<file path="src/rtl/blank_pkg.sv">
package blank_pkg;
    typedef enum logic [2:0] {
        S_IDLE,
        S_LOAD,
        S_DIVF,
        S_DIVB,
        S_ALIGN,
        S_BAL
    } calc_st_t;

    localparam int PKT_OVERHEAD   = 10;
    localparam int PHY_FIXED      = 3;
    localparam int EOT_EXTRA      = 2;
    localparam int BURST_EXTRA    = 6;
    localparam int LINE_END_TRIM  = 2;
    localparam int PORCH_MIN      = 2;
    localparam logic [2:0] FMT_RGB16 = 3'd3;
endpackage

</file>
<file path="src/rtl/blank_div.sv">
module blank_div #(
    parameter int DW = 32
) (
    input  logic          clk,
    input  logic          rst_n,
    input  logic          go,
    input  logic [DW-1:0] num,
    input  logic [DW-1:0] den,
    output logic [DW-1:0] quo,
    output logic          fin
);
    localparam int CW = $clog2(DW + 1);

    logic [DW:0]   rem;
    logic [CW-1:0] cnt;
    logic          busy;
    logic [DW:0]   rsh;

    assign rsh = {rem[DW-1:0], quo[DW-1]};

    always_ff @(posedge clk or negedge rst_n) begin
        if (!rst_n) begin
            rem  <= '0;
            quo  <= '0;
            cnt  <= '0;
            busy <= 1'b0;
            fin  <= 1'b0;
        end else begin
            fin <= 1'b0;
            if (go && !busy) begin
                quo  <= num;
                rem  <= '0;
                cnt  <= CW'(DW);
                busy <= 1'b1;
            end else if (busy) begin
                if (rsh >= {1'b0, den}) begin
                    rem <= rsh - {1'b0, den};
                    quo <= {quo[DW-2:0], 1'b1};
                end else begin
                    rem <= rsh;
                    quo <= {quo[DW-2:0], 1'b0};
                end
                cnt <= cnt - 1'b1;
                if (cnt == CW'(1)) begin
                    busy <= 1'b0;
                    fin  <= 1'b1;
                end
            end
        end
    end
endmodule

</file>
<file path="src/rtl/blank_prep.sv">
module blank_prep
    import blank_pkg::*;
#(
    parameter int TW = 16,
    parameter int PW = 8,
    parameter int RW = 32
) (
    input  logic [2:0]           fmt,
    input  logic [2:0]           lanes,
    input  logic                 sync_pulse,
    input  logic                 burst,
    input  logic                 eot_pkt,
    input  logic [TW-1:0]        hactive,
    input  logic [TW-1:0]        hsync_w,
    input  logic [TW-1:0]        hblank,
    input  logic [TW-1:0]        hsync_off,
    input  logic [TW-1:0]        hborder,
    input  logic [TW-1:0]        vblank,
    input  logic [TW-1:0]        vsync_off,
    input  logic [TW-1:0]        vsync_w,
    input  logic [TW-1:0]        vborder,
    input  logic [PW-1:0]        lpx,
    input  logic [PW-1:0]        hs_prep,
    input  logic [PW-1:0]        hs_zero,
    input  logic [PW-1:0]        hs_exit,
    input  logic [TW-1:0]        dphy_ovr,
    output logic [2:0]           lanes_eff,
    output logic signed [RW-1:0] hsa0,
    output logic signed [RW-1:0] hbp0,
    output logic signed [RW-1:0] hfp0,
    output logic signed [RW-1:0] hfp_px,
    output logic signed [RW-1:0] hbp_px,
    output logic signed [RW-1:0] vbp,
    output logic signed [RW-1:0] vfp,
    output logic signed [RW-1:0] ovh,
    output logic signed [RW-1:0] act_bytes,
    output logic                 fits
);
    logic signed [RW-1:0] b_s, ln_s, hsw_s, phy_sum, extra;

    always_comb begin
        b_s       = (fmt == FMT_RGB16) ? RW'(2) : RW'(3);
        lanes_eff = (lanes >= 3'd1 && lanes <= 3'd4) ? lanes : 3'd4;
        ln_s      = RW'(lanes_eff);
        hsw_s     = RW'(hsync_w);
        hbp_px    = RW'(hblank) - RW'(hsync_off) - hsw_s - RW'(hborder);
        hfp_px    = RW'(hsync_off) - RW'(hborder);
        hsa0      = hsw_s * b_s - RW'(PKT_OVERHEAD);
        hbp0      = (sync_pulse ? hbp_px : hbp_px + hsw_s) * b_s - RW'(PKT_OVERHEAD);
        hfp0      = hfp_px * b_s;
        vbp       = RW'(vblank) - RW'(vsync_off) - RW'(vsync_w) - RW'(vborder);
        vfp       = RW'(vsync_off) - RW'(vborder);
        phy_sum   = RW'(lpx) + RW'(hs_prep) + RW'(hs_zero) + RW'(hs_exit) + RW'(PHY_FIXED);
        extra     = RW'(PKT_OVERHEAD) + (eot_pkt ? RW'(EOT_EXTRA) : RW'(0))
                  + (burst ? RW'(BURST_EXTRA) : RW'(0));
        ovh       = (dphy_ovr != '0) ? RW'(dphy_ovr) : phy_sum * ln_s + extra;
        act_bytes = RW'(hactive) * b_s;
        fits      = (hfp_px >= 0) && (hbp_px >= 0) && ((hfp_px + hbp_px) * b_s > ovh);
    end
endmodule

</file>
<file path="src/rtl/dsi_blank_calc.sv">
module dsi_blank_calc
    import blank_pkg::*;
#(
    parameter int TW = 16,
    parameter int PW = 8,
    parameter int RW = 32,
    parameter int WCW = 16
) (
    input  logic                 clk,
    input  logic                 rst_n,
    input  logic                 start,
    input  logic [2:0]           fmt,
    input  logic [2:0]           lanes,
    input  logic                 sync_pulse,
    input  logic                 burst,
    input  logic                 eot_pkt,
    input  logic                 line_end,
    input  logic [TW-1:0]        hactive,
    input  logic [TW-1:0]        hsync_w,
    input  logic [TW-1:0]        hblank,
    input  logic [TW-1:0]        hsync_off,
    input  logic [TW-1:0]        hborder,
    input  logic [TW-1:0]        vactive,
    input  logic [TW-1:0]        vblank,
    input  logic [TW-1:0]        vsync_off,
    input  logic [TW-1:0]        vsync_w,
    input  logic [TW-1:0]        vborder,
    input  logic [PW-1:0]        lpx,
    input  logic [PW-1:0]        hs_prep,
    input  logic [PW-1:0]        hs_zero,
    input  logic [PW-1:0]        hs_exit,
    input  logic [TW-1:0]        dphy_ovr,
    output logic                 done,
    output logic signed [RW-1:0] hsa_wc,
    output logic signed [RW-1:0] hbp_wc,
    output logic signed [RW-1:0] hfp_wc,
    output logic signed [RW-1:0] vsa_ln,
    output logic signed [RW-1:0] vbp_ln,
    output logic signed [RW-1:0] vfp_ln,
    output logic signed [RW-1:0] vact_ln,
    output logic [WCW-1:0]       ps_wc,
    output logic                 warn_ovh,
    output logic                 err_porch
);
    function automatic logic [2:0] fmod(input logic signed [RW-1:0] x, input logic [2:0] ln);
        logic signed [RW-1:0] m;
        m = x % $signed(RW'(3));
        if (m < 0) m = m + RW'(3);
        unique case (ln)
            3'd1:    fmod = 3'd0;
            3'd2:    fmod = {2'b00, x[0]};
            3'd3:    fmod = m[2:0];
            default: fmod = {1'b0, x[1:0]};
        endcase
    endfunction

    function automatic logic signed [RW-1:0] lalign(input logic signed [RW-1:0] x, input logic [2:0] ln);
        logic [2:0] r;
        r = fmod(x, ln);
        lalign = x + RW'((r == 3'd0) ? 3'd0 : ln - r) - RW'(LINE_END_TRIM);
    endfunction

    calc_st_t st, st_nx;

    logic [2:0]           p_lanes;
    logic signed [RW-1:0] p_hsa, p_hbp, p_hfp, p_hfpx, p_hbpx, p_vbp, p_vfp, p_ovh, p_act;
    logic                 p_fits;

    logic signed [RW-1:0] hsa_r, hbp_r, hfp_r, hfpx_r, hbpx_r, ovh_r, vbp_r, vfp_r;
    logic signed [RW-1:0] vsa_r, vact_r, act_r;
    logic [2:0]           lanes_r;
    logic                 fits_r, le_r, warn_r;

    logic                 dv_go, dv_fin;
    logic [RW-1:0]        dv_num, dv_den, dv_quo;

    logic signed [RW-1:0] bal_hfp, bal_hbp;
    logic                 bal_err;

    blank_prep #(.TW(TW), .PW(PW), .RW(RW)) u_prep (
        .fmt(fmt), .lanes(lanes), .sync_pulse(sync_pulse), .burst(burst), .eot_pkt(eot_pkt),
        .hactive(hactive), .hsync_w(hsync_w), .hblank(hblank), .hsync_off(hsync_off),
        .hborder(hborder), .vblank(vblank), .vsync_off(vsync_off), .vsync_w(vsync_w),
        .vborder(vborder), .lpx(lpx), .hs_prep(hs_prep), .hs_zero(hs_zero), .hs_exit(hs_exit),
        .dphy_ovr(dphy_ovr), .lanes_eff(p_lanes), .hsa0(p_hsa), .hbp0(p_hbp), .hfp0(p_hfp),
        .hfp_px(p_hfpx), .hbp_px(p_hbpx), .vbp(p_vbp), .vfp(p_vfp), .ovh(p_ovh),
        .act_bytes(p_act), .fits(p_fits)
    );

    assign dv_go  = ((st == S_LOAD) && fits_r) || ((st == S_DIVF) && dv_fin);
    assign dv_num = (st == S_LOAD) ? $unsigned(ovh_r * hfpx_r) : $unsigned(ovh_r * hbpx_r);
    assign dv_den = $unsigned(hfpx_r + hbpx_r);

    blank_div #(.DW(RW)) u_div (
        .clk(clk), .rst_n(rst_n), .go(dv_go), .num(dv_num), .den(dv_den),
        .quo(dv_quo), .fin(dv_fin)
    );

    always_ff @(posedge clk or negedge rst_n) begin
        if (!rst_n) st <= S_IDLE;
        else        st <= st_nx;
    end

    always_comb begin
        st_nx = st;
        unique case (st)
            S_IDLE:  if (start) st_nx = S_LOAD;
            S_LOAD:  st_nx = fits_r ? S_DIVF : S_ALIGN;
            S_DIVF:  if (dv_fin) st_nx = S_DIVB;
            S_DIVB:  if (dv_fin) st_nx = S_ALIGN;
            S_ALIGN: st_nx = S_BAL;
            S_BAL:   st_nx = S_IDLE;
            default: st_nx = S_IDLE;
        endcase
    end

    always_comb begin
        bal_hfp = hfp_r;
        bal_hbp = hbp_r;
        bal_err = 1'b0;
        if (hfp_r + hbp_r < RW'(2 * PORCH_MIN)) begin
            bal_err = 1'b1;
        end else if (hfp_r < RW'(PORCH_MIN)) begin
            bal_hbp = hbp_r - (RW'(PORCH_MIN) - hfp_r);
            bal_hfp = RW'(PORCH_MIN);
        end else if (hbp_r < RW'(PORCH_MIN)) begin
            bal_hfp = hfp_r - (RW'(PORCH_MIN) - hbp_r);
            bal_hbp = RW'(PORCH_MIN);
        end
    end

    always_ff @(posedge clk or negedge rst_n) begin
        if (!rst_n) begin
            {hsa_r, hbp_r, hfp_r, hfpx_r, hbpx_r, ovh_r} <= '0;
            {vbp_r, vfp_r, vsa_r, vact_r, act_r} <= '0;
            lanes_r <= 3'd4;
            {fits_r, le_r, warn_r} <= '0;
            done <= 1'b0;
            {hsa_wc, hbp_wc, hfp_wc, vsa_ln, vbp_ln, vfp_ln, vact_ln} <= '0;
            ps_wc <= '0;
            warn_ovh <= 1'b0;
            err_porch <= 1'b0;
        end else begin
            done <= 1'b0;
            unique case (st)
                S_IDLE: if (start) begin
                    hsa_r <= p_hsa;  hbp_r <= p_hbp;  hfp_r <= p_hfp;
                    hfpx_r <= p_hfpx; hbpx_r <= p_hbpx; ovh_r <= p_ovh;
                    vbp_r <= p_vbp;  vfp_r <= p_vfp;
                    vsa_r <= RW'(vsync_w); vact_r <= RW'(vactive);
                    act_r <= p_act;  lanes_r <= p_lanes;
                    fits_r <= p_fits; le_r <= line_end; warn_r <= 1'b0;
                end
                S_LOAD: if (!fits_r) warn_r <= 1'b1;
                S_DIVF: if (dv_fin) hfp_r <= hfp_r - $signed(dv_quo);
                S_DIVB: if (dv_fin) hbp_r <= hbp_r - $signed(dv_quo);
                S_ALIGN: if (le_r) begin
                    hsa_r <= lalign(hsa_r, lanes_r);
                    hfp_r <= lalign(hfp_r, lanes_r);
                    hbp_r <= lalign(hbp_r, lanes_r) - RW'(fmod(act_r + RW'(2), lanes_r));
                end
                S_BAL: begin
                    done      <= 1'b1;
                    hsa_wc    <= hsa_r;
                    hfp_wc    <= bal_hfp;
                    hbp_wc    <= bal_hbp;
                    err_porch <= bal_err;
                    warn_ovh  <= warn_r;
                    vsa_ln    <= vsa_r;
                    vbp_ln    <= vbp_r;
                    vfp_ln    <= vfp_r;
                    vact_ln   <= vact_r;
                    ps_wc     <= act_r[WCW-1:0];
                end
                default: ;
            endcase
        end
    end
endmodule

</file>
<file path="config.mk">
export PLATFORM = sky130hd
export DESIGN_NAME = dsi_blank_calc
export DESIGN_NICKNAME = d
export VERILOG_FILES = /design/src/rtl/blank_pkg.sv /design/src/rtl/blank_div.sv /design/src/rtl/blank_prep.sv /design/src/rtl/dsi_blank_calc.sv
export SDC_FILE = /design/constraint.sdc
export NUM_CORES = 2
export LEC_CHECK = 0
export BUFFER_PORTS_ARGS = -buffer_cell sky130_fd_sc_hd__buf_2
export CORE_MARGIN = 2
export CORE_UTILIZATION = 45
export DETAILED_ROUTE_END_ITERATION = 12
export GPL_TIMING_DRIVEN = 0
export PLACE_DENSITY = 0.71
export REMOVE_ABC_BUFFERS = 1
export SYNTH_ARGS = -nofsm -noshare
export SYNTH_HDL_FRONTEND = slang
export SYNTH_HIERARCHICAL = 1
export SYNTH_SLANG_ARGS = --single-unit
export TNS_END_PERCENT = 30
</file>
<file path="constraint.sdc">
create_clock -name clk -period 20.9 [get_ports clk]
set_input_delay 1.045 -clock clk [delete_from_list [all_inputs] [get_ports clk]]
set_output_delay 1.045 -clock clk [all_outputs]
set_load 0.02 [all_outputs]
</file>
# [Word-level counts from Yosys, hierarchy flattened]
# Index checks and enable logic that the tools add are counted.
[totals] register_bits=612 in_bits=221 out_inout_bits=243 wordCells=207
[classes] addsub=44 mul=8 div_mod_pow=4 n_lt_le_gt_ge=13 n_eq_ne=15 n_mux=67 n_reduce_logical=24
[ops] cell="32-bit 2-to-1 mux" count=25
[ops] cell="32-bit adder" count=8
[ops] cell="32-bit case mux with 3 select lines" count=2
[ops] cell="32-bit by 32-bit multiplier with 32-bit output" count=5
[ops] cell="32-bit subtractor" count=5
[ops] cell="32-bit by 1-bit less-than comparator with 1-bit output (second input constant)" count=4
[ops] cell="32-bit by 3-bit remainder unit with 32-bit output (second input constant)" count=4
[ops] cell="32-bit by 16-bit subtractor with 32-bit output" count=4
[ops] cell="32-bit by 2-bit subtractor with 32-bit output (second input constant)" count=3
[ops] cell="16-bit by 16-bit subtractor with 17-bit output" count=4
[ops] cell="32-bit by 8-bit adder with 32-bit output" count=2
[ops] cell="32-bit by 1-bit >= comparator with 1-bit output (second input constant)" count=2
[ops] cell="32-bit by 3-bit less-than comparator with 1-bit output (second input constant)" count=2
[ops] cell="32-bit case mux with 2 select lines" count=1
[ops] cell="3-bit by 32-bit subtractor with 32-bit output (first input constant)" count=2
[ops] cell="32-bit by 5-bit subtractor with 32-bit output (second input constant)" count=2
[ops] cell="3-bit 2-to-1 mux" count=18
[ops] cell="3-bit case mux with 3 select lines" count=4
[ops] cell="33-bit by 32-bit >= comparator with 1-bit output" count=1
[ops] cell="32-bit by 17-bit adder with 32-bit output" count=1
[ops] cell="32-bit by 2-bit adder with 32-bit output (second input constant)" count=1
[ops] cell="32-bit by 3-bit adder with 32-bit output (second input constant)" count=1
[ops] cell="5-bit by 32-bit adder with 32-bit output (first input constant)" count=1
[ops] cell="32-bit > comparator" count=1
[ops] cell="32 further kinds" count=72

# [Logic depth before layout (Yosys ltp)]
[depth] depth_word=13 ltp_mapped=99 mapped_depth_nobuf=92

# [Hierarchy]
# Netlist, hierarchy kept.
[modules_own_cells] mod="dsi_blank_calc" n_inst=1 cells_per_inst=10341 area_each_um2=81695.9 seq_area_each_um2=13514.2
[modules_own_cells] mod="blank_prep" n_inst=1 cells_per_inst=2156 area_each_um2=15820.2 seq_area_each_um2=0.0
[modules_own_cells] mod="blank_div" n_inst=1 cells_per_inst=618 area_each_um2=5261.3 seq_area_each_um2=1801.7

# [Worst setup path after synthesis]
# No wires, ideal clock.
[synth_path] kind="register to register" start="register hsa_r[14]" end="register hsa_r[31]" arrival_ns=18.110 required_ns=20.771 setup_slack_ns=2.661 path_stages_with_launch=94 n_path_buf=8 synth_period_minus_slack_ns=18.239 path_cell_list="dfrtp_1 -> clkbuf_1 -> or4_1 -> nor4b_1 -> buf_2 -> a31oi_1 -> a32oi_1 -> a21oi_1 -> or2_2 -> clkbuf_1 -> a2111o_1 -> a2bb2oi_1 -> buf_2 -> a22oi_1 -> o32ai_1 -> or3_1 -> clkbuf_1 -> nor4b_1 -> (+58 left out) -> o21ai_0 -> nand2b_1 -> a21oi_1 -> o21bai_1 -> a21oi_1 -> o21bai_1 -> a21oi_1 -> o21bai_1 -> a21o_1 -> a21o_1 -> a21o_1 -> a21o_1 -> a21o_1 -> a21oi_1 -> xnor2_1 -> mux2_2 -> o221ai_1 -> a211oi_1"
[synth_via] elab_chain_len=12 elab_cells_between_ends=14 cone_classes="add/sub: 4; div: 1; order compare: 1; mux: 7; reduce/logical: 1"
[synth_lines] element="start, declared" line_no="dsi_blank_calc.sv:69" source="logic signed [RW-1:0] hsa_r, hbp_r, hfp_r, hfpx_r, hbpx_r, ovh_r, vbp_r, vfp_r;"
[synth_lines] element="start signal, assigned" line_no="dsi_blank_calc.sv:147" source="hsa_r <= p_hsa; hbp_r <= p_hbp; hfp_r <= p_hfp;"
[synth_lines] element="start signal, assigned" line_no="dsi_blank_calc.sv:158" source="hsa_r <= lalign(hsa_r, lanes_r);"
[synth_lines] element="32-bit by 3-bit remainder unit with 32-bit output" line_no="dsi_blank_calc.sv:47" source="m = x % $signed(RW'(3));"
[synth_lines] element="32-bit by 1-bit less-than comparator with 1-bit output or 3-bit adder (tied branches)" line_no="dsi_blank_calc.sv:48" source="if (m < 0) m = m + RW'(3);"
[synth_lines] element="3-bit 2-to-1 mux" line_no="dsi_blank_calc.sv:48"
[synth_lines] element="3-bit case mux with 3 select lines" line_no="dsi_blank_calc.sv:49" source="unique case (ln)"
[synth_lines] element="3-bit 2-to-1 mux" line_no="dsi_blank_calc.sv:157" source="S_ALIGN: if (le_r) begin"
[synth_lines] element="3-bit 2-to-1 mux" line_no="dsi_blank_calc.sv:145" source="unique case (st)"
[synth_lines] element="3-bit by 3-bit subtractor with 4-bit output or 3-bit zero test (tied branches)" line_no="dsi_blank_calc.sv:60" source="lalign = x + RW'((r == 3'd0) ? 3'd0 : ln - r) - RW'(LINE_END_TRIM);"
[synth_lines] element="32-bit 2-to-1 mux" line_no="dsi_blank_calc.sv:60"
[synth_lines] element="32-bit adder (*)" line_no="dsi_blank_calc.sv:60"
[synth_lines] element="32-bit by 2-bit subtractor with 32-bit output (*)" line_no="dsi_blank_calc.sv:60"
[synth_lines] element="32-bit 2-to-1 mux (*)" line_no="dsi_blank_calc.sv:157"
[synth_lines] element="32-bit case mux with 2 select lines (*)" line_no="dsi_blank_calc.sv:145"
# Mark *: on every way between the ends. The rest lies on a longest branch, timed or not. The select of a mux whose other input is x is not followed.
# A chain may end at the register's enable or synchronous reset.

# [Worst setup path in the final report]
[layout_path] start="register hfp_r[1]" end="register hfp_r[31]"
[layout_via] elab_chain_len=12 elab_cells_between_ends=16 cone_classes="add/sub: 5; div: 1; order compare: 1; mux: 8; reduce/logical: 1"
[layout_lines] element="start, declared" line_no="dsi_blank_calc.sv:69"
[layout_lines] element="start signal, assigned" line_no="dsi_blank_calc.sv:147"
[layout_lines] element="start signal, assigned" line_no="dsi_blank_calc.sv:155" source="S_DIVF: if (dv_fin) hfp_r <= hfp_r - $signed(dv_quo);"
[layout_lines] element="start signal, assigned" line_no="dsi_blank_calc.sv:159" source="hfp_r <= lalign(hfp_r, lanes_r);"
[layout_lines] element="32-bit by 3-bit remainder unit with 32-bit output" line_no="dsi_blank_calc.sv:47"
[layout_lines] element="32-bit by 1-bit less-than comparator with 1-bit output or 3-bit adder (tied branches)" line_no="dsi_blank_calc.sv:48"
[layout_lines] element="3-bit 2-to-1 mux" line_no="dsi_blank_calc.sv:48"
[layout_lines] element="3-bit case mux with 3 select lines" line_no="dsi_blank_calc.sv:49"
[layout_lines] element="3-bit 2-to-1 mux" line_no="dsi_blank_calc.sv:157"
[layout_lines] element="3-bit 2-to-1 mux" line_no="dsi_blank_calc.sv:145"
[layout_lines] element="3-bit by 3-bit subtractor with 4-bit output or 3-bit zero test (tied branches)" line_no="dsi_blank_calc.sv:60"
[layout_lines] element="32-bit 2-to-1 mux" line_no="dsi_blank_calc.sv:60"
[layout_lines] element="32-bit adder" line_no="dsi_blank_calc.sv:60"
[layout_lines] element="32-bit by 2-bit subtractor with 32-bit output" line_no="dsi_blank_calc.sv:60"
[layout_lines] element="32-bit 2-to-1 mux" line_no="dsi_blank_calc.sv:157"
[layout_lines] element="32-bit case mux with 3 select lines (*)" line_no="dsi_blank_calc.sv:145"
# Marks and branches as above.

==> results.md <==
* Outcome: complete, but fails checks
* Violated checks: max-capacitance violations, max-slew violations
* M2 GR Usage at 0.430
* Crit-path most repeated cell: a21o_1
* Starting Density at 0.452
* Vias per inst at about 5.6
* R2R Path End: hfp_r[31]
* Clock-pin slew on the worst setup and hold paths at 0.08 ns
* Syn Inst Count at around 13000
* Share of cells above drive strength 1 at 0.0806
* FP Rows at 175
* DRT Pass-1 Iters at 6
* Final Slew Violations at 30
* Largest net degree at the start of global routing at between 100 and 150
* Sequential-to-total area share from yosys stat at 0.149
* Top-area cell type share of the netlist area at 0.176
* # IOs at between 400 and 500
* Synth top area cells: fa_1, dfrtp_1, ha_1
* Worst Path Required at between 20 and 25 ns
* Max H-tree Level at 3
* Synth area leader: fa_1
* CTS max path bufs at 3
* Slew Limit Headroom at -0.00422
* Pre-CTS setup slack at -1.65 ns
* Final worst path period share at 0.949
* Worst reg-to-reg setup slack at 1.07 ns
* Ys Warns at 6
* Synth top cells by count: nand2_1, inv_1, ha_1
* GRT Overall Usage at 0.269
* #FFs+latches synth at between 600 and 700
* Root buffer cell: clkbuf_16
* CP max stage cell: a2111oi_0
* CTS tree: yes
* Die footprint at 232000 um^2
* RR Startpoint: hfp_r[1]
* Routed via count at 90869
* Overflow left after global routing at 0
* Hold-fix buffers at CTS at 0
* Global route hottest layer: met2
* CTS Sinks at 612
* Synth async-reset ratio at 1.00
* Setup ws final at 1.07 ns
* Vias in the first global route at ~88000
* WP data arrival at just over 20 ns
* FILL cells at roughly 22000
* Final setup vio count at 0
* TritonCTS Buffers at 80
* CORE AREA at roughly 230000 um^2
* GP Congestion at 0.952
* Die outline height at between 400 and 500 um
* Final ANT Viol Nets at 0
* CP max FO at 15
* Avg WL per Cell at between 15 and 20 um
* Critical Path Sink Type: register
* Nets@finish at about 15000
* Worst Hold Class: input port to async pin
* Fmax at ~50 MHz
* Worst-Margin Slew at between 1.5 and 2 ns
* Post-synth EDFFs at 0
* Fin Clk Skew at between 0.06 and 0.07 ns
* Synth Cell Area at about 100000 um^2
* Clock Latency Late Sink at 0.76 ns
* Syn-to-layout area delta at 8.43%
* Drt total wl at 316000 um
* Most frequent cell after synthesis: nand2_1
* Min Tclk post-route at ~20 ns
* Syn avg cell area at between 7 and 8 um^2
* Initial antenna violation count at 60
* Count of cell types in the netlist at 150
* Residual DRC at 0
* Die Wd at a little under 500 um
* First-pass GRT wire length at just under 500000 um
* Port bufs at approximately 430
* Met1 usage at 0.344
* Dominant synthesized flop cell: dfrtp_1
* Initial DRC Count at roughly 7400
* Fin. Hold Viols at 0
* M3 GR Usage at 0.0662
* Setup Crit Path Kind: register to register
* CP Launch Type: register
* Max-cap violations at 1
* Crit path largest cell delay at 0.59 ns
* Hpwl dp at roughly 240000 um
* Register-to-Register Path Depth at 88
[final cells by class]
| type | count | area [um^2] | area share |
|---|---|---|---|
| antenna | 23 | 57.6 | 0.000516 |
| clock buffer | 100 | 2180 | 0.0195 |
| clock inverter | 46 | 574 | 0.00515 |
| inverter | 1977 | 7440 | 0.0668 |
| multi-input combinational | 9915 | 78000 | 0.700 |
| sequential | 612 | 15400 | 0.138 |
| tap | 3009 | 3760 | 0.0338 |
| timing repair buffer | 579 | 4060 | 0.0364 |
[routing by layer]
| metal | wire (um) | vias up |
|---|---|---|
| met5 | 559 | - |
| met4 | 15600 | 62 |
| met3 | 29600 | 633 |
| met2 | 141000 | 3418 |
| met1 | 129000 | 43879 |
| li1 | - | 42877 |
[how the worst max path moves through the flow]
| stage | start | end | cells after the start |
|---|---|---|---|
| after floorplan | hsa_r[13] | hsa_r[31] | 85 |
| after global placement | start | lanes_r[0] | 5 |
| after detailed placement | hsa_r[31] | hsa_r[31] | 83 |
| after CTS | hbp_r[1] | hbp_r[31] | 81 |
| after global routing | act_r[14] | hbp_r[31] | 84 |
| final | hfp_r[1] | hfp_r[31] | 88 |
[worst max-delay path, delay by kind of cell, from the launching register on]
family	cells	cell delay (ns)
AO/OA/AOI/OAI	46	11.02
AND/OR/NAND/NOR	23	4.20
adder cells (fa/ha/maj)	8	2.27
XOR/XNOR	4	0.60
buffers and inverters	5	0.58
flip-flops	1	0.55
multiplexers	2	0.47
[metrics by stage]
| step | utilization | cell area [um^2] | hold WS, ns | setup TNS, ns | instances |
|---|---|---|---|---|---|
| 6_report | 0.490 | 111000 | 0.185 | 0 | 16261 |
| 5_1_grt | 0.490 | 111000 | 0.175 | -0.166 | 16253 |
| 4_1_cts | 0.485 | 110000 | 0.157 | 0 | 16171 |
| 3_5_place_dp | 0.472 | 107000 | 0.450 | -6.08 | 16018 |
| 3_3_place_gp | 0.465 | 106000 | 0.445 | -733.28 | 15938 |
| 2_1_floorplan | - | 99800 | 0.439 | 0 | 12498 |
[cell families (layout without fill, tap and decap cells)]
logic type	count (synthesis)	after routing	share of synthesized area
AOI/OAI and AO/OA	2393	2394	0.157
muxes	132	132	0.0132
DFF	612	612	0.149
adders and majority gates	1991	1991	0.309
other	2	85	0.0000731
xor gates and xnor gates	836	837	0.0719
and+or+nand+nor	4495	4499	0.197
buffers and inverters	2654	2702	0.104
[cell usage in the layout, fill, tap and decap left out, types with 45 or more instances in the layout]
master     netlist  layout
dfrtp_1        611     575
and3_1          45      45
nand3_1        157     154
a21o_1         115     114
nand2_1       2421    2418
o31ai_1         52      50
a31oi_1         92      90
and2_1         407     406
inv_1         1970    1965
a221o_1         76      75
nand2b_1        99      97
or3_1           61      60
conb_1           2      62
clkbuf_16        0      80
buf_2           22     432
nor2b_1         81      81
nand4_1         68      68
o21ai_0        489     482
nor4_1          67      55
xor2_1         147     144
xnor2_1        684     676
nor3_1         202     195
nor2_1         714     703
o21a_1          83      83
o21bai_1       174     174
a21boi_0        50      50
ha_1          1085    1082
fa_1           906     906
mux2i_1        106     103
a21oi_1        623     619
buf_4          139      72
[timing repair]
action                                  4_1_cts  5_1_grt
setup buffers                                 7       61
endpoints found under the setup margin       15       29
cloned                                        0        6
endpoints found under the hold margin         0        0
gates resized for setup                      18      120
pin swaps                                     3       31
Power is not shown: default switching activity piles up to over one toggle a cycle in this logic, so the estimate is an artifact.
